==> src/rtl/inval_pkg.sv <==
package inval_pkg;

  localparam int XLEN = 32;

  typedef enum logic [1:0] {
    EXC_NONE    = 2'b00,
    EXC_PROGRAM = 2'b01,
    EXC_DTLB    = 2'b10,
    EXC_DSTORE  = 2'b11
  } exc_cause_e;

  typedef enum logic [1:0] {
    ZONE_OPEN   = 2'b00,
    ZONE_NOACC  = 2'b01,
    ZONE_RDONLY = 2'b10,
    ZONE_FULL   = 2'b11
  } zone_e;

  localparam logic [5:0] OPC_PRIMARY = 6'd31;
  localparam logic [9:0] OPC_EXT     = 10'd470;

  // Base is zero when the base-register field is zero
  function automatic logic [XLEN-1:0] eff_addr(
    input logic [4:0]      ra_field,
    input logic [XLEN-1:0] ra_val,
    input logic [XLEN-1:0] rb_val
  );
    logic [XLEN-1:0] base;
    base = (ra_field == 5'd0) ? '0 : ra_val;
    return base + rb_val;
  endfunction

  function automatic logic is_line_inval(input logic [31:0] w);
    return (w[31:26] == OPC_PRIMARY) && (w[25:21] == 5'd0) &&
           (w[10:1] == OPC_EXT) && !w[0];
  endfunction

  // Store-class protection: read-only blocks all, no-access blocks user
  function automatic logic zone_blocks(input logic [1:0] zone, input logic user);
    return (zone == ZONE_RDONLY) || ((zone == ZONE_NOACC) && user);
  endfunction

endpackage

==> src/rtl/inval_decode.sv <==
module inval_decode
  import inval_pkg::*;
(
  input  logic [31:0]     instr,
  input  logic [XLEN-1:0] ra_data,
  input  logic [XLEN-1:0] rb_data,
  output logic            is_inval,
  output logic [4:0]      ra_idx,
  output logic [4:0]      rb_idx,
  output logic [XLEN-1:0] ea
);

  assign ra_idx   = instr[20:16];
  assign rb_idx   = instr[15:11];
  assign is_inval = is_line_inval(instr);
  assign ea       = eff_addr(ra_idx, ra_data, rb_data);

endmodule

==> src/rtl/inval_guard.sv <==
module inval_guard
  import inval_pkg::*;
(
  input  logic       user_mode,
  input  logic       reloc_en,
  input  logic       tlb_hit,
  input  logic [1:0] zone,
  input  logic       page_u0,
  input  logic       u0_exc_en,
  output logic       prog_fault,
  output logic       tlb_fault,
  output logic       store_fault,
  output logic [1:0] cause
);

  assign prog_fault  = user_mode;
  assign tlb_fault   = reloc_en && !tlb_hit;
  assign store_fault = (reloc_en && zone_blocks(zone, user_mode)) ||
                       (page_u0 && u0_exc_en);

  always_comb begin
    if (prog_fault)       cause = EXC_PROGRAM;
    else if (tlb_fault)   cause = EXC_DTLB;
    else if (store_fault) cause = EXC_DSTORE;
    else                  cause = EXC_NONE;
  end

endmodule

==> src/rtl/inval_tags.sv <==
module inval_tags #(
  parameter int IDX_W = 6,
  parameter int TAG_W = 21
) (
  input  logic             clk,
  input  logic             rst_n,
  input  logic             fill_en,
  input  logic [IDX_W-1:0] fill_idx,
  input  logic [TAG_W-1:0] fill_tag,
  input  logic             fill_dirty,
  input  logic [IDX_W-1:0] lk_idx,
  input  logic [TAG_W-1:0] lk_tag,
  output logic             lk_hit,
  input  logic             inv_en,
  input  logic [IDX_W-1:0] inv_idx,
  input  logic [IDX_W-1:0] pr_idx,
  input  logic [TAG_W-1:0] pr_tag,
  output logic             pr_hit,
  output logic             pr_dirty
);

  localparam int LINES = 1 << IDX_W;

  logic [LINES-1:0] vld_q;
  logic [LINES-1:0] dty_q;
  logic [TAG_W-1:0] tag_q [LINES];
  logic [LINES-1:0] lk_match;
  logic [LINES-1:0] pr_match;

  // Per-line match vectors; a line matches only when selected and resident
  for (genvar g = 0; g < LINES; g++) begin : g_line
    assign lk_match[g] = vld_q[g] && (lk_idx == IDX_W'(g)) && (tag_q[g] == lk_tag);
    assign pr_match[g] = vld_q[g] && (pr_idx == IDX_W'(g)) && (tag_q[g] == pr_tag);
  end

  assign lk_hit   = |lk_match;
  assign pr_hit   = |pr_match;
  assign pr_dirty = |(pr_match & dty_q);

  always_ff @(posedge clk or negedge rst_n) begin
    if (!rst_n) begin
      vld_q <= '0;
      dty_q <= '0;
    end else begin
      if (fill_en) begin
        vld_q[fill_idx] <= 1'b1;
        dty_q[fill_idx] <= fill_dirty;
      end
      if (inv_en) begin
        vld_q[inv_idx] <= 1'b0;
        dty_q[inv_idx] <= 1'b0;
      end
    end
  end

  always_ff @(posedge clk) begin
    if (fill_en) tag_q[fill_idx] <= fill_tag;
  end

  AST_INVAL_CLEARS_LINE: assert property (@(posedge clk) disable iff (!rst_n)
    inv_en |=> !vld_q[$past(inv_idx)]) else $error("line still valid");
  AST_INVAL_DROPS_DIRTY: assert property (@(posedge clk) disable iff (!rst_n)
    inv_en |=> !dty_q[$past(inv_idx)]) else $error("dirty survived");
  AST_INVAL_ONLY_RESIDENT: assert property (@(posedge clk) disable iff (!rst_n)
    inv_en |-> vld_q[inv_idx]) else $error("invalidate of empty line");

endmodule

==> src/rtl/line_inval_unit.sv <==
module line_inval_unit
  import inval_pkg::*;
#(
  parameter int LINE_BYTES = 32,
  parameter int NUM_LINES  = 64
) (
  input  logic        clk,
  input  logic        rst_n,
  input  logic        instr_valid,
  input  logic [31:0] instr_word,
  output logic [4:0]  rf_ra_idx,
  output logic [4:0]  rf_rb_idx,
  input  logic [31:0] rf_ra_data,
  input  logic [31:0] rf_rb_data,
  input  logic        user_mode,
  input  logic        reloc_en,
  input  logic        u0_exc_en,
  output logic        tlb_req,
  output logic [31:0] tlb_ea,
  input  logic        tlb_hit,
  input  logic [1:0]  tlb_zone,
  input  logic        page_u0,
  output logic        dac_valid,
  output logic [31:0] dac_ea,
  output logic        dac_store,
  input  logic        fill_en,
  input  logic [26:0] fill_line,
  input  logic        fill_dirty,
  input  logic [26:0] probe_line,
  output logic        probe_valid,
  output logic        probe_dirty,
  output logic        done,
  output logic        exc_valid,
  output logic [1:0]  exc_cause,
  output logic        inval_hit
);

  localparam int OFF_W  = $clog2(LINE_BYTES);
  localparam int IDX_W  = $clog2(NUM_LINES);
  localparam int TAG_W  = XLEN - OFF_W - IDX_W;
  localparam int LINE_W = XLEN - OFF_W;

  // Decode and address forming (issue cycle)
  logic            dec_ok;
  logic [XLEN-1:0] dec_ea;

  inval_decode u_decode (
    .instr    (instr_word),
    .ra_data  (rf_ra_data),
    .rb_data  (rf_rb_data),
    .is_inval (dec_ok),
    .ra_idx   (rf_ra_idx),
    .rb_idx   (rf_rb_idx),
    .ea       (dec_ea)
  );

  // Check stage registers
  logic            s1_valid;
  logic [XLEN-1:0] s1_ea;

  always_ff @(posedge clk or negedge rst_n) begin
    if (!rst_n) begin
      s1_valid <= 1'b0;
      s1_ea    <= '0;
    end else begin
      s1_valid <= instr_valid && dec_ok;
      if (instr_valid && dec_ok) s1_ea <= dec_ea;
    end
  end

  // Screening (check cycle)
  logic       prog_fault, tlb_fault, store_fault;
  logic [1:0] chk_cause;

  inval_guard u_guard (
    .user_mode   (user_mode),
    .reloc_en    (reloc_en),
    .tlb_hit     (tlb_hit),
    .zone        (tlb_zone),
    .page_u0     (page_u0),
    .u0_exc_en   (u0_exc_en),
    .prog_fault  (prog_fault),
    .tlb_fault   (tlb_fault),
    .store_fault (store_fault),
    .cause       (chk_cause)
  );

  // Tag compare (check cycle) and invalidate at end of it
  logic lk_hit;
  logic inv_fire;

  assign inv_fire = s1_valid && (chk_cause == EXC_NONE) && lk_hit;

  inval_tags #(.IDX_W(IDX_W), .TAG_W(TAG_W)) u_tags (
    .clk        (clk),
    .rst_n      (rst_n),
    .fill_en    (fill_en),
    .fill_idx   (fill_line[IDX_W-1:0]),
    .fill_tag   (fill_line[LINE_W-1:IDX_W]),
    .fill_dirty (fill_dirty),
    .lk_idx     (s1_ea[OFF_W+IDX_W-1:OFF_W]),
    .lk_tag     (s1_ea[XLEN-1:OFF_W+IDX_W]),
    .lk_hit     (lk_hit),
    .inv_en     (inv_fire),
    .inv_idx    (s1_ea[OFF_W+IDX_W-1:OFF_W]),
    .pr_idx     (probe_line[IDX_W-1:0]),
    .pr_tag     (probe_line[LINE_W-1:IDX_W]),
    .pr_hit     (probe_valid),
    .pr_dirty   (probe_dirty)
  );

  // Side ports driven in the check cycle
  assign tlb_req   = s1_valid && reloc_en;
  assign tlb_ea    = s1_ea;
  assign dac_valid = s1_valid;
  assign dac_ea    = s1_ea;
  assign dac_store = s1_valid;

  // Completion registers
  logic       done_q;
  logic [1:0] cause_q;
  logic       hit_q;

  always_ff @(posedge clk or negedge rst_n) begin
    if (!rst_n) begin
      done_q  <= 1'b0;
      cause_q <= EXC_NONE;
      hit_q   <= 1'b0;
    end else begin
      done_q  <= s1_valid;
      cause_q <= s1_valid ? chk_cause : EXC_NONE;
      hit_q   <= inv_fire;
    end
  end

  assign done      = done_q;
  assign exc_cause = cause_q;
  assign exc_valid = (cause_q != EXC_NONE);
  assign inval_hit = hit_q;

  AST_DECODE_GATES: assert property (@(posedge clk) disable iff (!rst_n)
    (instr_valid && !dec_ok) |=> !s1_valid) else $error("bad word accepted");
  AST_DAC_CARRIES_EA: assert property (@(posedge clk) disable iff (!rst_n)
    dac_valid |-> (dac_ea == $past(dec_ea))) else $error("dac address wrong");
  AST_MISS_NO_INVAL: assert property (@(posedge clk) disable iff (!rst_n)
    (s1_valid && !lk_hit) |=> (done && !inval_hit)) else $error("miss invalidated");
  AST_USER_IS_PROGRAM: assert property (@(posedge clk) disable iff (!rst_n)
    (s1_valid && user_mode) |=> (exc_cause == EXC_PROGRAM)) else $error("user not trapped");
  AST_EXC_BLOCKS_INVAL: assert property (@(posedge clk) disable iff (!rst_n)
    exc_valid |-> (done && !inval_hit)) else $error("exception with invalidate");
  AST_DONE_FOLLOWS_CHECK: assert property (@(posedge clk) disable iff (!rst_n)
    s1_valid |=> done) else $error("done missing");
  AST_DONE_ONE_SHOT: assert property (@(posedge clk) disable iff (!rst_n)
    done |-> $past(s1_valid)) else $error("stray done");

endmodule

==> config.mk <==
export PLATFORM = sky130hd
export DESIGN_NAME = line_inval_unit
export DESIGN_NICKNAME = d
export VERILOG_FILES = /design/src/rtl/inval_pkg.sv /design/src/rtl/inval_decode.sv /design/src/rtl/inval_guard.sv /design/src/rtl/inval_tags.sv /design/src/rtl/line_inval_unit.sv
export SDC_FILE = /design/constraint.sdc
export NUM_CORES = 2
export LEC_CHECK = 0
export ABC_CLOCK_PERIOD_IN_PS = 5550
export BUFFER_PORTS_ARGS = -buffer_cell sky130_fd_sc_hd__clkbuf_2
export CORE_UTILIZATION = 55
export CTS_CLUSTER_SIZE = 16
export DETAILED_ROUTE_END_ITERATION = 7
export PLACE_DENSITY = 0.72
export RECOVER_POWER = 100
export SLEW_MARGIN = 20
export SYNTH_ARGS = -nofsm -noshare
export SYNTH_HDL_FRONTEND = slang
export SYNTH_SLANG_ARGS = --single-unit
export TNS_END_PERCENT = 5
==> constraint.sdc <==
create_clock -name clk -period 5.55 [get_ports clk]
set_clock_uncertainty 0.1 [all_clocks]
set_input_delay 0.2775 -clock clk [delete_from_list [all_inputs] [get_ports clk]]
set_output_delay 0.2775 -clock clk [all_outputs]
set_load 0.05 [all_outputs]
==> results_dict.tcl <==
set metrics [dict create \
    preCtsSetupSlack_ns 0.8956 \
    cts_root_buffer "clkbuf_16" \
    slew_headroom -2.708 \
    muxShareOfSynthArea 0.007386 \
    grt_util_met1 0.6518 \
    rsz0062_at_grt "no" \
    crit_path_cell_trace "clkbuf_1 > clkbuf_1" \
    rows 145 \
    io_pins 246 \
    worstReg2RegEnd "u_tags.vld_q[13]" \
    syn-num-nets 7342 \
    synth_cell_types 76 \
    grt_max_degree 90 \
    grt_pass1_wl_um 550600 \
    critical_path_class "input pin to flop" \
    r2r_start "dac_ea[15]" \
    hold_depth 5 \
    syn_avg_cell_area_um2 12.13 \
    cellPowerDensity_nw_per_um2 272.3 \
    crit_path_start "fill_line[18]" \
    yosysWarnings 0 \
    ant_nets 0 \
    clockBufferDepth 3 \
    fin_nets 7790 \
    post_synth_instance_area_um2 86730 \
    clock_sinks 1509 \
    grt_pass1_vias 66650 \
    min-delay-start "rf_ra_data[24]" \
    cp_max_fo 41 \
    die_area_um2 159300 \
    path_delay_family "buffers and inverters" \
    ys.flop_type "edfxtp_1" \
    fin_crit_sh 0.9756 \
    cts_resized 0 \
    viasPerCell 7.206 \
    portBuffers 235 \
    drt_iter0_markers 12410 \
    syn_inst 7148 \
    violations "max-capacitance violations, max-slew violations" \
    critical_path_buf_inv_count 2 \
    path_common_cell "clkbuf_1" \
    grt-ovfl-total 0 \
    fmax_ghz 0.1847 \
    cts_tree "built" \
    multi_input_area_um2 39840 \
    synth_compound_area_frac 0.02447 \
    die_height_um 399.1 \
    setup_slack_ns 0.1355 \
    numCtsBuffers 167 \
    switchingPower_mw 6.888 \
    cp_slowest_cell "clkbuf_1" \
    synthSimpleGateAreaFrac 0.1446 \
    yosysSeqAreaShare 0.5129 \
    p_int_mw 19.80 \
    hpwlAfterDp_um 264900 \
    core-area_um2 156400 \
    wl_um 414400 \
    die_x_um 399.1 \
    hold_class "input pin to flop" \
    synth_xor_area_frac 0.2744 \
    area_growth_pct 13.02 \
    synth_top_family_by_area "XOR/XNOR gates" \
    final_core_util 0.6268 \
    report.final.setup_viol 0 \
    required_ns 5.68 \
    crit_path_start_kind "input pin" \
    clkPwrFrac 0.430 \
    synth_seq_cells 1509 \
    p_sw_frac 0.2581 \
    worst_pin_slew_ns 5.562 \
    gp_congestion 1.074 \
    antenna_found_initial 41 \
    grt_most_used_layer "met2" \
    drc_errors 0 \
    drv_cap 84 \
    synth-edff-count 1344 \
    path_clk_slew_ns 0.06 \
    max_stage_delay_ns 3.01 \
    synth_adder_area_share 0.004703 \
    report.final.slew_viol_count 2321 \
    status "complete, but fails checks" \
    reg2regPathDepth 12 \
    r2r_slack_ns 0.26 \
    async_flop_share 0.1093 \
    peakVddDrop_mv 0.3546 \
    htreeDepth 4 \
    cp.arrival_ns 5.55 \
    vias 70790 \
    pwr-share-comb 0.087 \
    initial_core_util 0.5546 \
    min_to "dac_ea[24]" \
    met2_usage 0.7210 \
    avgRoutedWirePerCell_um 42.19 \
    use_met3 0.1767 \
    tns_ns 0 \
    pwr-share-seq 0.483 \
    cp-end-kind "flop" \
    timing.hold.ws_ns 0.03158 \
    finalHoldViolations 0 \
    period_minus_slack_ns 5.415 \
    drive_gt1_frac 0.1162 \
    register_area_um2 44560 \
    grt.total_usage 0.5097 \
    p_leak_nw 33.11 \
    fill_cells 12500 \
    drt_pre_antenna_iters 6 \
    clk_latency_ns 0.85 \
]
[cells in the mapped netlist (40+ instances only)]
cell type | count | area, µm²
buf_6 | 75 | 844.6
dfrtp_1 | 165 | 4129
nand2_1 | 181 | 679.4
or4_1 | 43 | 322.8
nand3_1 | 128 | 640.6
edfxtp_1 | 1344 | 40360
xnor2_1 | 1127 | 9871
nor4b_1 | 73 | 639.4
nor2b_1 | 40 | 250.2
buf_4 | 121 | 908.4
nor4_1 | 567 | 3547
a31oi_1 | 103 | 644.4
nor2_1 | 230 | 863.3
a21oi_1 | 60 | 300.3
nand4_1 | 454 | 2840
clkbuf_1 | 82 | 307.8
nand4b_1 | 65 | 569.3
buf_1 | 55 | 206.5
buf_2 | 86 | 430.4
xor2_1 | 1590 | 13930
nor3_1 | 90 | 450.4
mux2i_1 | 64 | 640.6
[layer usage]
metal  routed length [µm]  part of all wire
met1               143900              0.35
met2               169600              0.41
met3                64350              0.16
met4                36100             0.087
met5                  436            0.0011
[stage by stage]
step / instance area (µm²) / std cells / total power, mW
after detailed placement: 92450 / 9432 / 15.25
after floorplan: 86730 / 7148 / 14.00
after global placement: 92390 / 9431 / 15.22
after global routing: 97990 / 9807 / 27.06
after CTS: 98500 / 9793 / 26.46
final: 98030 / 9823 / 26.69
[worst max path at each step]
stage / end / slack [ns] / cells after the start
finish: u_tags.tag_q[43][12] / 0.14 / 2
global route: u_tags.vld_q[5] / 0.37 / 12
global placement: u_tags.vld_q[58] / 0.89 / 10
floorplan: dac_ea[30] / 1.74 / 14
detailed placement: u_tags.vld_q[59] / 0.90 / 10
CTS: u_tags.vld_q[41] / 0.89 / 10
[what timing repair did]
item / CTS / global route
endpoints found under the hold margin: 185 / 0
setup buffers: 0 / 0
setup endpoints to repair: 0 / 0
hold buffers: 53 / 0
[registers in the layout, indices dropped and copies added (netlist names)]
name / count
exc_cause: 2
u_tags.dty_q: 64
dac_ea: 32
u_tags.vld_q: 64
inval_hit: 1
u_tags.tag_q: 1344
dac_store: 1
done: 1
[final cells by class]
type                            instances  area share
Clock buffer                          221     0.04681
Sequential cell                      1509      0.4545
Multi-Input combinational cell       5212      0.4065
Clock inverter                         87    0.009547
Timing Repair Buffer                  699     0.05534
Tap cell                             2058     0.02627
Inverter                                7   0.0002680
Antenna cell                           30   0.0007658
[layout by cell type (no fill, tap or decap), drive strengths merged, types with 19 or more instances in the layout]
master	instances
a21o	19
a21oi	60
a22oi	36
a31oi	103
buf	352
clkbuf	515
clkinv	58
dfrtp	165
diode	30
dlygate4sd3	53
edfxtp	1344
ha	31
mux2i	64
nand2	181
nand3	128
nand3b	34
nand4	454
nand4b	65
nor2	230
nor2b	40
nor3	90
nor4	568
nor4b	73
o21ai	32
or3b	21
or4	43
or4b	20
xnor2	1127
xor2	1590
[tightest hold or removal path: stages]
cell and delay, ns:
clkbuf_2 0.07, nor2b_1 0.12, ha_1 0.25, xnor2_1 0.14
o21ai_0 0.06
[cells by family (layout without fill, tap and decap cells)]
family | Yosys count | in the layout
flops | 1509 | 1509
xor+xnor | 2717 | 2717
simple gates | 2078 | 2078
mux | 64 | 64
fa+ha+maj | 32 | 32
other cells | 0 | 30
buf+inv | 427 | 1014
compound gates | 321 | 321
[power groups by stage]
stage          combinational [mW]  sequential, mW  clock, mW
6_report                     2.32            12.9       11.5
5_1_grt                      2.33            12.9       11.8
4_1_cts                      2.22            12.8       11.4
3_5_place_dp                 2.17            13.1          0
3_3_place_gp                 2.15            13.1          0
2_1_floorplan                1.04            13.0          0
Power figures use the tool's default switching activity.
